$ cat config.mk
export PLATFORM = sky130hd
export DESIGN_NAME = usb_rwake_timer
export DESIGN_NICKNAME = d
export VERILOG_FILES = /design/src/rtl/usb_rwake_pkg.sv /design/src/rtl/usb_rwake_idle_timer.sv /design/src/rtl/usb_rwake_k_timer.sv /design/src/rtl/usb_rwake_ctrl.sv /design/src/rtl/usb_rwake_timer.sv
export SDC_FILE = /design/constraint.sdc
export NUM_CORES = 1
export LEC_CHECK = 0
export BUFFER_PORTS_ARGS = -buffer_cell sky130_fd_sc_hd__buf_2
export CORE_AREA = 10 10 47 49
export DETAILED_ROUTE_END_ITERATION = 16
export DIE_AREA = 0 0 57 59
export SLEW_MARGIN = 30
export SYNTH_ARGS = -nofsm -noshare
export SYNTH_HDL_FRONTEND = slang
export SYNTH_SLANG_ARGS = --single-unit
$ cat constraint.sdc
create_clock -name clk -period 2.2 [get_ports clk]
set_clock_uncertainty 0.2 [all_clocks]
set_input_delay 0.33 -clock clk [delete_from_list [all_inputs] [get_ports clk]]
set_output_delay 0.33 -clock clk [all_outputs]
set_load 0.01 [all_outputs]
$ cat src/rtl/usb_rwake_pkg.sv
package usb_rwake_pkg;

  typedef enum logic [1:0] {
    RW_IDLE  = 2'd0,
    RW_WAIT  = 2'd1,
    RW_DRIVE = 2'd2
  } rw_state_e;

  // Next idle count: cleared by activity, preloaded on suspend entry,
  // otherwise saturating increment on each millisecond tick.
  function automatic int unsigned idle_next(int unsigned cnt, int unsigned lim,
                                            int unsigned preload, logic busy,
                                            logic load, logic tick);
    if (busy)              return 0;
    if (load)              return preload;
    if (tick && cnt < lim) return cnt + 1;
    return cnt;
  endfunction

  // True when the tick being counted is the last one of the K interval.
  function automatic logic k_final(int unsigned cnt, int unsigned len, logic tick);
    return tick && (cnt == len - 1);
  endfunction

endpackage

$ cat src/rtl/usb_rwake_idle_timer.sv
module usb_rwake_idle_timer #(
  parameter int unsigned IDLE_MS = 5,
  parameter int unsigned SUSP_MS = 3,
  localparam int unsigned IW     = $clog2(IDLE_MS + 1)
) (
  input  logic          clk,
  input  logic          rst,
  input  logic          suspended,
  input  logic          line_idle,
  input  logic          ms_tick,
  output logic [IW-1:0] idle_cnt,
  output logic          idle_ok,
  output logic          susp_rise
);
  import usb_rwake_pkg::*;

  logic susp_q;

  assign susp_rise = suspended && !susp_q;
  assign idle_ok   = (int'(idle_cnt) >= int'(IDLE_MS));

  always_ff @(posedge clk) begin
    if (rst) begin
      susp_q   <= 1'b0;
      idle_cnt <= '0;
    end else begin
      susp_q   <= suspended;
      idle_cnt <= IW'(idle_next(int'(idle_cnt), IDLE_MS, SUSP_MS,
                                !line_idle, susp_rise, ms_tick));
    end
  end
endmodule

$ cat src/rtl/usb_rwake_k_timer.sv
module usb_rwake_k_timer #(
  parameter int unsigned K_MS = 10,
  localparam int unsigned KW  = $clog2(K_MS)
) (
  input  logic clk,
  input  logic rst,
  input  logic driving,
  input  logic ms_tick,
  output logic k_last
);
  import usb_rwake_pkg::*;

  logic [KW-1:0] k_cnt;

  assign k_last = driving && k_final(int'(k_cnt), K_MS, ms_tick);

  always_ff @(posedge clk) begin
    if (rst || !driving) begin
      k_cnt <= '0;
    end else if (ms_tick && !k_last) begin
      k_cnt <= k_cnt + 1'b1;
    end
  end
endmodule

$ cat src/rtl/usb_rwake_ctrl.sv
module usb_rwake_ctrl (
  input  logic clk,
  input  logic rst,
  input  logic wr_en,
  input  logic wr_data,
  input  logic suspended,
  input  logic rwu_enabled,
  input  logic idle_ok,
  input  logic k_last,
  output logic driving,
  output logic req_q
);
  import usb_rwake_pkg::*;

  rw_state_e state, state_n;
  logic      req_n;
  logic      accept;

  assign accept  = wr_en && wr_data && suspended && rwu_enabled;
  assign driving = (state == RW_DRIVE);

  always_comb begin
    state_n = state;
    req_n   = req_q;
    unique case (state)
      RW_IDLE: begin
        if (accept) begin
          state_n = RW_WAIT;
          req_n   = 1'b1;
        end
      end
      RW_WAIT: begin
        if (!suspended || (wr_en && !wr_data)) begin
          state_n = RW_IDLE;
          req_n   = 1'b0;
        end else if (idle_ok) begin
          state_n = RW_DRIVE;
        end
      end
      RW_DRIVE: begin
        if (k_last) begin
          state_n = RW_IDLE;
          req_n   = 1'b0;
        end
      end
      default: begin
        state_n = RW_IDLE;
        req_n   = 1'b0;
      end
    endcase
  end

  always_ff @(posedge clk) begin
    if (rst) begin
      state <= RW_IDLE;
      req_q <= 1'b0;
    end else begin
      state <= state_n;
      req_q <= req_n;
    end
  end
endmodule

$ cat src/rtl/usb_rwake_timer.sv
module usb_rwake_timer #(
  parameter int unsigned IDLE_MS = 5,
  parameter int unsigned SUSP_MS = 3,
  parameter int unsigned K_MS    = 10,
  localparam int unsigned IW     = $clog2(IDLE_MS + 1)
) (
  input  logic clk,
  input  logic rst,
  input  logic wr_en,
  input  logic wr_data,
  input  logic suspended,
  input  logic rwu_enabled,
  input  logic line_idle,
  input  logic ms_tick,
  output logic drive_k,
  output logic req_bit
);
  logic [IW-1:0] idle_cnt;
  logic          idle_ok;
  logic          susp_rise;
  logic          k_last;
  logic          driving;

  usb_rwake_idle_timer #(.IDLE_MS(IDLE_MS), .SUSP_MS(SUSP_MS)) u_idle (
    .clk(clk), .rst(rst), .suspended(suspended), .line_idle(line_idle),
    .ms_tick(ms_tick), .idle_cnt(idle_cnt), .idle_ok(idle_ok),
    .susp_rise(susp_rise)
  );

  usb_rwake_k_timer #(.K_MS(K_MS)) u_k (
    .clk(clk), .rst(rst), .driving(driving), .ms_tick(ms_tick),
    .k_last(k_last)
  );

  usb_rwake_ctrl u_ctrl (
    .clk(clk), .rst(rst), .wr_en(wr_en), .wr_data(wr_data),
    .suspended(suspended), .rwu_enabled(rwu_enabled), .idle_ok(idle_ok),
    .k_last(k_last), .driving(driving), .req_q(req_bit)
  );

  assign drive_k = driving;
endmodule

# Yosys cells after proc, flatten, opt, wreduce, memory -nomap -nowiden
# Index checks and enable logic that the tools add are counted.
# classes
n_lt_le_gt_ge	2
mux	22
eq_ne	7
add_sub_neg	2
n_reduce_logical	21
# ops
op	count
1-bit two-way mux	12
2-bit two-way mux	5
1-bit logical AND	9
3-bit two-way mux	3
2-bit one-hot mux with 3 select lines	1
3-bit AND reduction	2
1-bit logical NOT	5
4-bit by 1-bit adder with 4-bit output, second input constant	1
4-bit equality test, second input constant	1
2-bit by 1-bit != test with 1-bit output, second input constant	2
3-bit by 1-bit adder with 3-bit output, second input constant	1
3-bit >= comparator, second input constant	1
3-bit less-than comparator, second input constant	1
3-bit by 2-bit != test with 1-bit output, second input constant	1
1-bit one-hot mux with 3 select lines	1
2-bit by 1-bit equality test with 1-bit output, second input constant	1
2-bit equality test, second input constant	1
2-bit logical NOT	1
1-bit logical OR	2
2-bit != test, second input constant	1
2-bit nonzero test	1
2-bit OR reduction	1
# totals
word_cells	59
regBits	11
in_bits	8
out_inout_bits	2

# Depth between registers and ports, before layout
# Gate-level depths: netlist (run 1).
# logic_depth
depth_word	10
ltp_mapped	6
depth_no_buf	6

# Hierarchy
# From an unflattened synthesis (run 1), not the netlist that was laid out.
# hier_totals
cells_unflattened	69
hier_area_um2	615.6
# by_module_without_submodules
module	instances	cells_each	seq_area_each_um2	area_each_um2
usb_rwake_idle_timer	1	24	80.1	232.7
usb_rwake_k_timer	1	25	80.1	215.2
usb_rwake_ctrl	1	20	60.1	167.7

# Least setup slack after synthesis (run 1)
# No wires, ideal clock.
# synth_timing
path_type	register to register
start	reg u_k.k_cnt[0]
end	reg u_ctrl.req_q
path_buffers	0
path_slack_ns	0.677
arrival_time_ns	1.254
setup_time_ns	0.070
required_time_ns	1.930
synth_period_minus_slack_ns	1.523
stages_incl_launch_ff	6
cell_sequence	dfxtp_1 ha_1 nand4b_1 a22o_1 or3_1 a21oi_1
# synth_between
elab_chain_cells	5
# synth_lines
item	line	text
start, declared	usb_rwake_k_timer.sv:13	logic [KW-1:0] k_cnt;
start signal, assigned	usb_rwake_k_timer.sv:21	k_cnt <= k_cnt + 1'b1;
4-bit equality test	usb_rwake_pkg.sv:22	return tick && (cnt == len - 1);
1-bit logical AND	usb_rwake_pkg.sv:22	
1-bit logical AND	usb_rwake_k_timer.sv:15	assign k_last = driving && k_final(int'(k_cnt), K_MS, ms_tick);
2-bit != test (no line)	--	
3-bit AND reduction (no line)	--	
end signal, assigned	usb_rwake_ctrl.sv:59	req_q <= req_n;
end, declared	usb_rwake_ctrl.sv:11	output logic req_q
# No other way between the ends.
# A chain may end at the register's enable or synchronous reset.

# Worst setup path after layout (run 1)
# Same ends and word-level chain as after synthesis.

==> results.sh, run 1 <==
export IMPL_status="completed"
export IMPL_ctsResizeCount=0
export IMPL_multi_input_area_um2=315
export IMPL_firstDrtPassIters=2
export IMPL_diodes=0
export IMPL_synthCells=59
export IMPL_yosysSeqAreaShare=0.400
export IMPL_num_vias=471
export IMPL_endpoint_kind="register"
export IMPL_synth_nets=71
export IMPL_cp_top_family="simple AND/OR/NAND/NOR gates"
export IMPL_cp_slowest_cell="dfxtp_1"
export IMPL_grt_pass1_wl_um=1950
export IMPL_ys_types=26
export IMPL_drc=0
export IMPL_pin_count=10
export IMPL_slew_violations=0
export IMPL_crit_buf_inv=0
export IMPL_grt_max_degree=7
export IMPL_grt_usage=0.0730
export IMPL_synth_ff_type="dfxtp_1"
export IMPL_final_util=0.458
export IMPL_cts_max_path_buffers=2
export IMPL_hp_class="input pin to register"
export IMPL_crit_type="register to register"
export IMPL_tns_ps=0
export IMPL_cp_arrival_ps=1620
export IMPL_period_share=0.735
export IMPL_tightest_slew_ps=316
export IMPL_path_cells="ha_1 -> nand4b_1 -> a22o_1 -> or3_1 -> a21oi_1"
export IMPL_finalNetCount=85
export IMPL_cellPowerDensity_nw_per_um2=593
export IMPL_hold_viol=0
export IMPL_min_period_ps=1620
export IMPL_clk_insertion_delay_late_ps=270
export IMPL_io_buffers=9
export IMPL_ctsHoldBuffers=0
export IMPL_clk_pin_slew_ps=70
export IMPL_numCtsBuffers=3
export IMPL_antenna_found_initial=0
export IMPL_yosys_top_cells_area="dfxtp_1 (40%), ha_1 (9.1%), a21oi_1 (5.5%), xor2_1 (4.8%), nand2b_1 (3.4%)"
export IMPL_cts_sinks=11
export IMPL_drtIter0Drc=4
export IMPL_regArea_um2=220
export IMPL_netlist_area_leader_share=0.400
export IMPL_synth_edff_count=0
export IMPL_maxSlewHeadroom=0.787
export IMPL_avgSynthCellArea_um2=9.33
export IMPL_rsz0062_at_grt="no"
export IMPL_required_ps=2210
export IMPL_placeableCoreArea_um2=1400
export IMPL_wl_per_cell_um=12.3
export IMPL_via_per_inst=5.35
export IMPL_clock_fmax_mhz=618
export IMPL_path_max_fanout=4
export IMPL_gp_congestion=0.857
export IMPL_die_width_um=57
export IMPL_first_global_vias=466
export IMPL_dieHeight_um=59
export IMPL_cts_setup_buffers=0
export IMPL_routed_wl_um=1080
export IMPL_critPathMaxStageDelay_ps=400
export IMPL_start_util=0.393
export IMPL_synth_top_area_cell="dfxtp_1"
export IMPL_async_reset_ff_frac=0
export IMPL_ant_nets=0
export IMPL_yosys_warnings=0
export IMPL_dieArea_um2=3360
export IMPL_leakage_uw=0.000256
export IMPL_vdd_drop_max_uv=352
export IMPL_rows=14
export IMPL_holdWs_ps=96.5
export IMPL_tritoncts="yes"
export IMPL_crit_path_start_kind="register"
export IMPL_ys_ff_latch=11
export IMPL_grt_ovfl_total=0
export IMPL_place_hpwl_um=848
export IMPL_drive_above_1_share=0.222
export IMPL_cap_violations=0
export IMPL_cts_max_level=1
export IMPL_fillers=142
export IMPL_setup_violations=0
export IMPL_syn_to_final_growth_pct=16.6
export IMPL_cts_root_buf="clkbuf_4"
export IMPL_synthesis_area_um2=551
state kept, by name (all words and copies together) (netlist names):
register and count:
u_idle.idle_cnt 3, u_ctrl.req_q 1, u_idle.susp_q 1, u_ctrl.state 2
u_k.k_cnt 4
Yosys cell counts, drive strengths merged (2+ instances only):
cell    number
a21oi        6
xor2         3
inv          4
nand4        2
ha           4
dfxtp       11
nor3         2
o21ai        2
nor2b        3
nand2b       3
nand2        2
nor2         5
placed cells by master (no fill, tap or decap), types with 2 or more instances in the layout:
master and instances:
nand2_1 2, nor3_1 2, dfxtp_1 11, ha_1 4
nand2b_1 3, xor2_1 3, clkbuf_4 3, nor2_1 4
nand4_1 2, buf_2 9, a21oi_1 6, nor2b_1 2
o21ai_0 2, inv_1 4
routing by layer:
layer	vias to the layer above	routed length, µm	share of wire	track usage
li1	239	-	-	-
met1	219	462	0.43	0.0700
met2	11	490	0.45	0.116
met3	2	120	0.11	0.0579
met4	0	9	0.0083	0.0268
met5	-	0	0	0
metrics by stage:
step / setup WS (ps) / instance area, µm² / std cells / total power [µW]
after floorplan: 677 / 551 / 59 / 232
after global placement: 644 / 616 / 84 / 246
after detailed placement: 576 / 616 / 84 / 247
after CTS: 564 / 642 / 88 / 388
after global routing: 437 / 642 / 88 / 406
final: 582 / 642 / 88 / 380
path summary, 6_finish.rpt:
check                                                  to  depth (start not counted)  slack [ps]                       from
worst max-delay path            u_ctrl.req_q$_SDFFE_PP0P_                          5         580  u_k.k_cnt[0]$_SDFFE_PP0P_
worst min-delay path            u_ctrl.req_q$_SDFFE_PP0P_                          2         100                        rst
worst max register to register  u_ctrl.req_q$_SDFFE_PP0P_                          5         580  u_k.k_cnt[0]$_SDFFE_PP0P_
worst min register to register  u_ctrl.req_q$_SDFFE_PP0P_                          2         280  u_ctrl.req_q$_SDFFE_PP0P_
layout make-up:
| cell class | instances | area share |
|---|---|---|
| repair buffers | 9 | 0.0702 |
| well taps | 16 | 0.0312 |
| inverters | 4 | 0.0234 |
| flip-flops and latches | 11 | 0.343 |
| clock buffers | 4 | 0.0409 |
| multi-input cells | 44 | 0.491 |
kinds of logic (layout without fill, tap and decap cells):
kind of cell	after synthesis	in the layout	share of synthesized area
AO/OA/AOI/OAI	14	14	0.173
XOR/XNOR	4	4	0.0636
adder cells (fa/ha/maj)	4	4	0.0909
buffers and inverters	4	17	0.0273
flip-flops	11	11	0.400
multiplexers	1	1	0.0205
AND/OR/NAND/NOR	21	21	0.225
where the power goes:
| group | internal, µW | total, µW | switching (µW) |
|---|---|---|---|
| logic | 16.4 | 33.2 | 16.9 |
| registers | 204 | 208 | 4.53 |
| clock network | 70.1 | 139 | 68.6 |
worst register-to-register path: stages (launching register included):
cell	delay [ps]
dfxtp_1	400
ha_1	220
nand4b_1	110
a22o_1	220
or3_1	310
a21oi_1	110
Power figures use the tool's default switching activity.
==> run 2: changes to the inputs <==
clock period = 1.66 ns   (was 2.2 ns; I/O delays follow)
==> run 2 against run 1 <==
  * Utilization grew 2.0 points
  * Flip-flop and latch count is the same
  * Final cell count grew 2.3%
  * Sequential share of layout area shrank 1.2 points
  * Count of clock-buffer cells in the layout is the same
  * Setup slack lost 520 ps
  * Combinational power grew 41%
  * Largest cell class unchanged
  * Maximum frequency grew 1.5%
  * Routed wire length grew 3.2%
  * Largest power group unchanged
==> results.sh, run 2 (synthesized netlist as in run 1, its figures left out) <==
export IMPL_diodes=0
export IMPL_dpl_cell_count=85
export IMPL_period_share=0.960
export IMPL_multi_input_area_um2=327
export IMPL_gp_congestion=0.845
export IMPL_io_buffers=9
export IMPL_grt_ovfl_total=0
export IMPL_path_cells="inv_1 -> ha_2 -> nand4b_1 -> a22o_1 -> or3_4 -> a21oi_2"
export IMPL_firstDrtPassIters=4
export IMPL_hold_viol=0
export IMPL_num_vias=470
export IMPL_final_common_cell="dfxtp_1"
export IMPL_cts_max_path_buffers=2
export IMPL_slew_violations=0
export IMPL_die_width_um=57
export IMPL_cap_violations=0
export IMPL_path_max_fanout=4
export IMPL_grt_usage=0.0639
export IMPL_routed_wl_um=1120
export IMPL_wl_per_cell_um=12.4
export IMPL_instances_no_fill=90
export IMPL_min_period_ps=1590
export IMPL_dieHeight_um=59
export IMPL_placeableCoreArea_um2=1400
export IMPL_setup_violations=0
export IMPL_share_comb_of_total_power=0.092
export IMPL_regArea_um2=221
export IMPL_antenna_found_initial=0
export IMPL_clk_insertion_delay_late_ps=270
export IMPL_crit_path_start_kind="register"
export IMPL_drive_above_1_share=0.297
export IMPL_rows=14
export IMPL_syn_to_final_growth_pct=21.6
export IMPL_endpoint_kind="register"
export IMPL_largestRegisters="u_k.k_cnt (4), u_idle.idle_cnt (3), u_ctrl.state (2)"
export IMPL_seqPwrFrac=0.544
export IMPL_final_util=0.478
export IMPL_finalNetCount=87
export IMPL_numCtsBuffers=3
export IMPL_grt_pass1_wl_um=1760
export IMPL_pin_count=10
export IMPL_cts_max_level=1
export IMPL_cts_sinks=11
export IMPL_status="completed"
export IMPL_largest_register_ffs=4
export IMPL_start_util=0.393
export IMPL_holdWs_ps=6.17
export IMPL_place_hpwl_um=838
export IMPL_final_cell_mix="dfxtp_1 (10), buf_2 (9), a21oi_1 (5), inv_1 (4), nor2_1 (4)"
export IMPL_tritoncts="yes"
export IMPL_clock_fmax_mhz=628
export IMPL_grt_max_degree=7
export IMPL_leakage_uw=0.000268
export IMPL_switching_power_uw=121
export IMPL_cp_arrival_ps=1600
export IMPL_cellPowerDensity_nw_per_um2=758
export IMPL_first_global_vias=433
export IMPL_maxSlewHeadroom=0.798
export IMPL_dieArea_um2=3360
export IMPL_pwr_share_clk=0.364
export IMPL_cp_slowest_cell="or3_4"
export IMPL_required_ps=1670
export IMPL_crit_type="register to register"
export IMPL_p_int_uw=386
export IMPL_largest_register="u_k.k_cnt"
export IMPL_hp_class="input pin to register"
export IMPL_netSwitchingFraction=0.239
export IMPL_ant_nets=0
export IMPL_drc=0
export IMPL_via_per_inst=5.22
export IMPL_tightest_slew_ps=301
export IMPL_cts_root_buf="clkbuf_4"
export IMPL_vdd_drop_max_uv=373
export IMPL_critPathMaxStageDelay_ps=330
export IMPL_fillers=144
export IMPL_drtIter0Drc=7
export IMPL_clk_pin_slew_ps=70
[run 2: repair_timing]
item,4_1_cts,5_1_grt
setup buffers,0,1
setup endpoints to repair,0,1
hold buffers,0,0
gates resized for setup,0,4
[run 2: power by group through the flow]
stage | clock (µW) | combinational [µW] | sequential (µW)
CTS | 191 | 45.0 | 276
floorplan | 0 | 25.4 | 282
global route | 205 | 52.9 | 277
global placement | 0 | 43.8 | 282
finish | 185 | 46.9 | 276
detailed placement | 0 | 44.4 | 282
[run 2: layer usage]
layer | share of wire | GRT usage | up-vias
met1 | 0.44 | 0.0664 | 219
met4 | 0 | 0.0403 | 0
met3 | 0.092 | 0.0365 | 0
met2 | 0.47 | 0.0977 | 11
li1 | - | - | 240
met5 | 0 | 0 | -
[run 2: worst max-delay path, delay by kind of cell, from the launching register on]
family / cells / cell delay, ps
fa+ha+maj: 1 / 180
flops: 1 / 320
simple gates: 2 / 430
compound gates: 2 / 350
buf+inv: 1 / 50
[run 2: path summary, 6_finish.rpt]
check | cells past startpoint | start | end | slack (ps)
setup / recovery | 6 | u_k.k_cnt[1]$_SDFFE_PP0P_ | u_ctrl.req_q$_SDFFE_PP0P_ | 70
hold / removal | 2 | rst | u_ctrl.req_q$_SDFFE_PP0P_ | 6
setup reg to reg | 6 | u_k.k_cnt[1]$_SDFFE_PP0P_ | u_ctrl.req_q$_SDFFE_PP0P_ | 70
hold reg to reg | 2 | u_ctrl.req_q$_SDFFE_PP0P_ | u_ctrl.req_q$_SDFFE_PP0P_ | 320
[run 2: final cells by class]
type | instances | share of cell area
inverter | 4 | 0.0224
tap | 16 | 0.0299
sequential | 11 | 0.331
multi-input combinational | 44 | 0.488
clock buffer | 4 | 0.0393
timing repair buffer | 11 | 0.0897
[run 2: metrics by stage]
step / instance area, µm² / total power (µW) / setup slack, ps / TNS [ps]
final: 669 / 508 / 66.7 / 0
after global routing: 669 / 535 / -3.29 / -3.29
after CTS: 649 / 512 / 80.3 / 0
after detailed placement: 623 / 327 / 95.1 / 0
after global placement: 623 / 326 / 128 / 0
after floorplan: 551 / 307 / 137 / 0
==> run 3: changes to the inputs <==
PLACE_DENSITY_LB_ADDON = 0.25   (was default)
clock period = 1.8 ns   (was 1.66 ns; I/O delays follow)
==> run 3 against run 2 <==
  * Largest cell class unchanged
  * Sequential power decreased by 7.6%
  * Count of clock-buffer cells in the layout stayed put
  * Worst hold slack better by 22 ps
==> results.sh, run 3 (synthesized netlist as in run 1, its figures left out) <==
export IMPL_status="completed"
export IMPL_cp_arrival_ps=1650
export IMPL_final_area_um2=642
export IMPL_vdd_drop_max_uv=418
export IMPL_grt_usage=0.0761
export IMPL_cts_root_buf="clkbuf_4"
export IMPL_crit_cells=5
export IMPL_tightest_slew_ps=297
export IMPL_numCtsBuffers=3
export IMPL_cp_top_family="simple AND/OR/NAND/NOR gates"
export IMPL_drc=0
export IMPL_crit_type="register to register"
export IMPL_place_ws_ps=188
export IMPL_r2r_start="u_k.k_cnt[0]$_SDFFE_PP0P_"
export IMPL_required_ps=1810
export IMPL_cellPowerDensity_nw_per_um2=731
export IMPL_num_vias=454
export IMPL_pin_count=10
export IMPL_first_global_vias=493
export IMPL_clk_insertion_delay_late_ps=270
export IMPL_path_max_fanout=4
export IMPL_grt_ovfl_total=0
export IMPL_place_area_um2=616
export IMPL_ctsHoldBuffers=0
export IMPL_finalNetCount=85
export IMPL_rsz0062_at_grt="no"
export IMPL_tns_ps=0
export IMPL_hp_class="input pin to register"
export IMPL_cap_violations=0
export IMPL_drtIter0Drc=3
export IMPL_ctsResizeCount=0
export IMPL_path_cells="ha_1 -> nand4b_1 -> a22o_1 -> or3_1 -> a21oi_1"
export IMPL_gp_congestion=0.818
export IMPL_die_width_um=57
export IMPL_place_hpwl_um=826
export IMPL_cts_max_level=1
export IMPL_firstDrtPassIters=3
export IMPL_cts_max_path_buffers=2
export IMPL_leakage_uw=0.000256
export IMPL_setup_violations=0
export IMPL_syn_to_final_growth_pct=16.6
export IMPL_endpoint_kind="register"
export IMPL_holdPathStages=2
export IMPL_io_buffers=9
export IMPL_slew_violations=0
export IMPL_clock_fmax_mhz=610
export IMPL_cp_slowest_cell="dfxtp_1"
export IMPL_finalWorstSetupSlack_ps=160
export IMPL_hp_start="rst"
export IMPL_crit_buf_inv=0
export IMPL_grt_pass1_wl_um=2040
export IMPL_grt_max_degree=7
export IMPL_clk_pin_slew_ps=70
export IMPL_min_period_ps=1640
export IMPL_largest_register="u_k.k_cnt"
export IMPL_tritoncts="yes"
export IMPL_diodes=0
export IMPL_routed_wl_um=1110
export IMPL_crit_path_start_kind="register"
export IMPL_dieHeight_um=59
export IMPL_maxSlewHeadroom=0.800
export IMPL_hold_viol=0
export IMPL_final_cell_mix="dfxtp_1 (11), buf_2 (9), a21oi_1 (6)"
export IMPL_largest_register_ffs=4
export IMPL_p_total_uw=470
export IMPL_crit_start="u_k.k_cnt[0]$_SDFFE_PP0P_"
export IMPL_cts_sinks=11
export IMPL_largestRegisters="u_k.k_cnt (4), u_idle.idle_cnt (3), u_ctrl.state (2)"
export IMPL_dieArea_um2=3360
export IMPL_holdWs_ps=28.1
export IMPL_period_share=0.911
export IMPL_cts_setup_buffers=0
export IMPL_antenna_found_initial=0
export IMPL_via_per_inst=5.16
export IMPL_final_common_cell="dfxtp_1"
export IMPL_placeableCoreArea_um2=1400
export IMPL_worst_r2r_path_depth=5
export IMPL_critPathMaxStageDelay_ps=410
export IMPL_rows=14
export IMPL_ant_nets=0
export IMPL_wl_per_cell_um=12.6
export IMPL_start_util=0.393
export IMPL_drive_above_1_share=0.222
==> run 3: path summary, 6_finish.rpt <==
kind                          endpoint  slack (ps)
max          u_ctrl.req_q$_SDFFE_PP0P_         160
min          u_ctrl.req_q$_SDFFE_PP0P_          30
max reg2reg  u_ctrl.req_q$_SDFFE_PP0P_         160
min reg2reg  u_ctrl.req_q$_SDFFE_PP0P_         280
==> run 3: per-stage QoR <==
stage          std cells  utilization
6_report              88        0.458
2_1_floorplan         59            -
3_3_place_gp          84        0.439
4_1_cts               88        0.458
5_1_grt               88        0.458
3_5_place_dp          84        0.439
==> run 3: final cells by class <==
| cell class | count | area (µm²) |
|---|---|---|
| clock buffer | 4 | 26.3 |
| fill | 153 | 759 |
| tap | 16 | 20.0 |
| multi-input combinational | 44 | 315 |
| timing repair buffer | 9 | 45.0 |
| sequential | 11 | 220 |
| inverter | 4 | 15.0 |
==> run 3: report_power, final <==
part / leakage [µW] / internal [µW] / switching (µW) / total (µW)
Combinational: 0.000151 / 20.0 / 20.5 / 40.5
Clock: 0.0000150 / 86.0 / 88.1 / 174
Sequential: 0.0000894 / 249 / 5.62 / 255
Total: 0.000256 / 355 / 114 / 470
==> run 3: metal layers <==
layer / routed length (µm) / global-route usage
met1: 491 / 0.0772
met2: 486 / 0.118
met3: 89 / 0.0365
met4: 39 / 0.0604
met5: 0 / 0
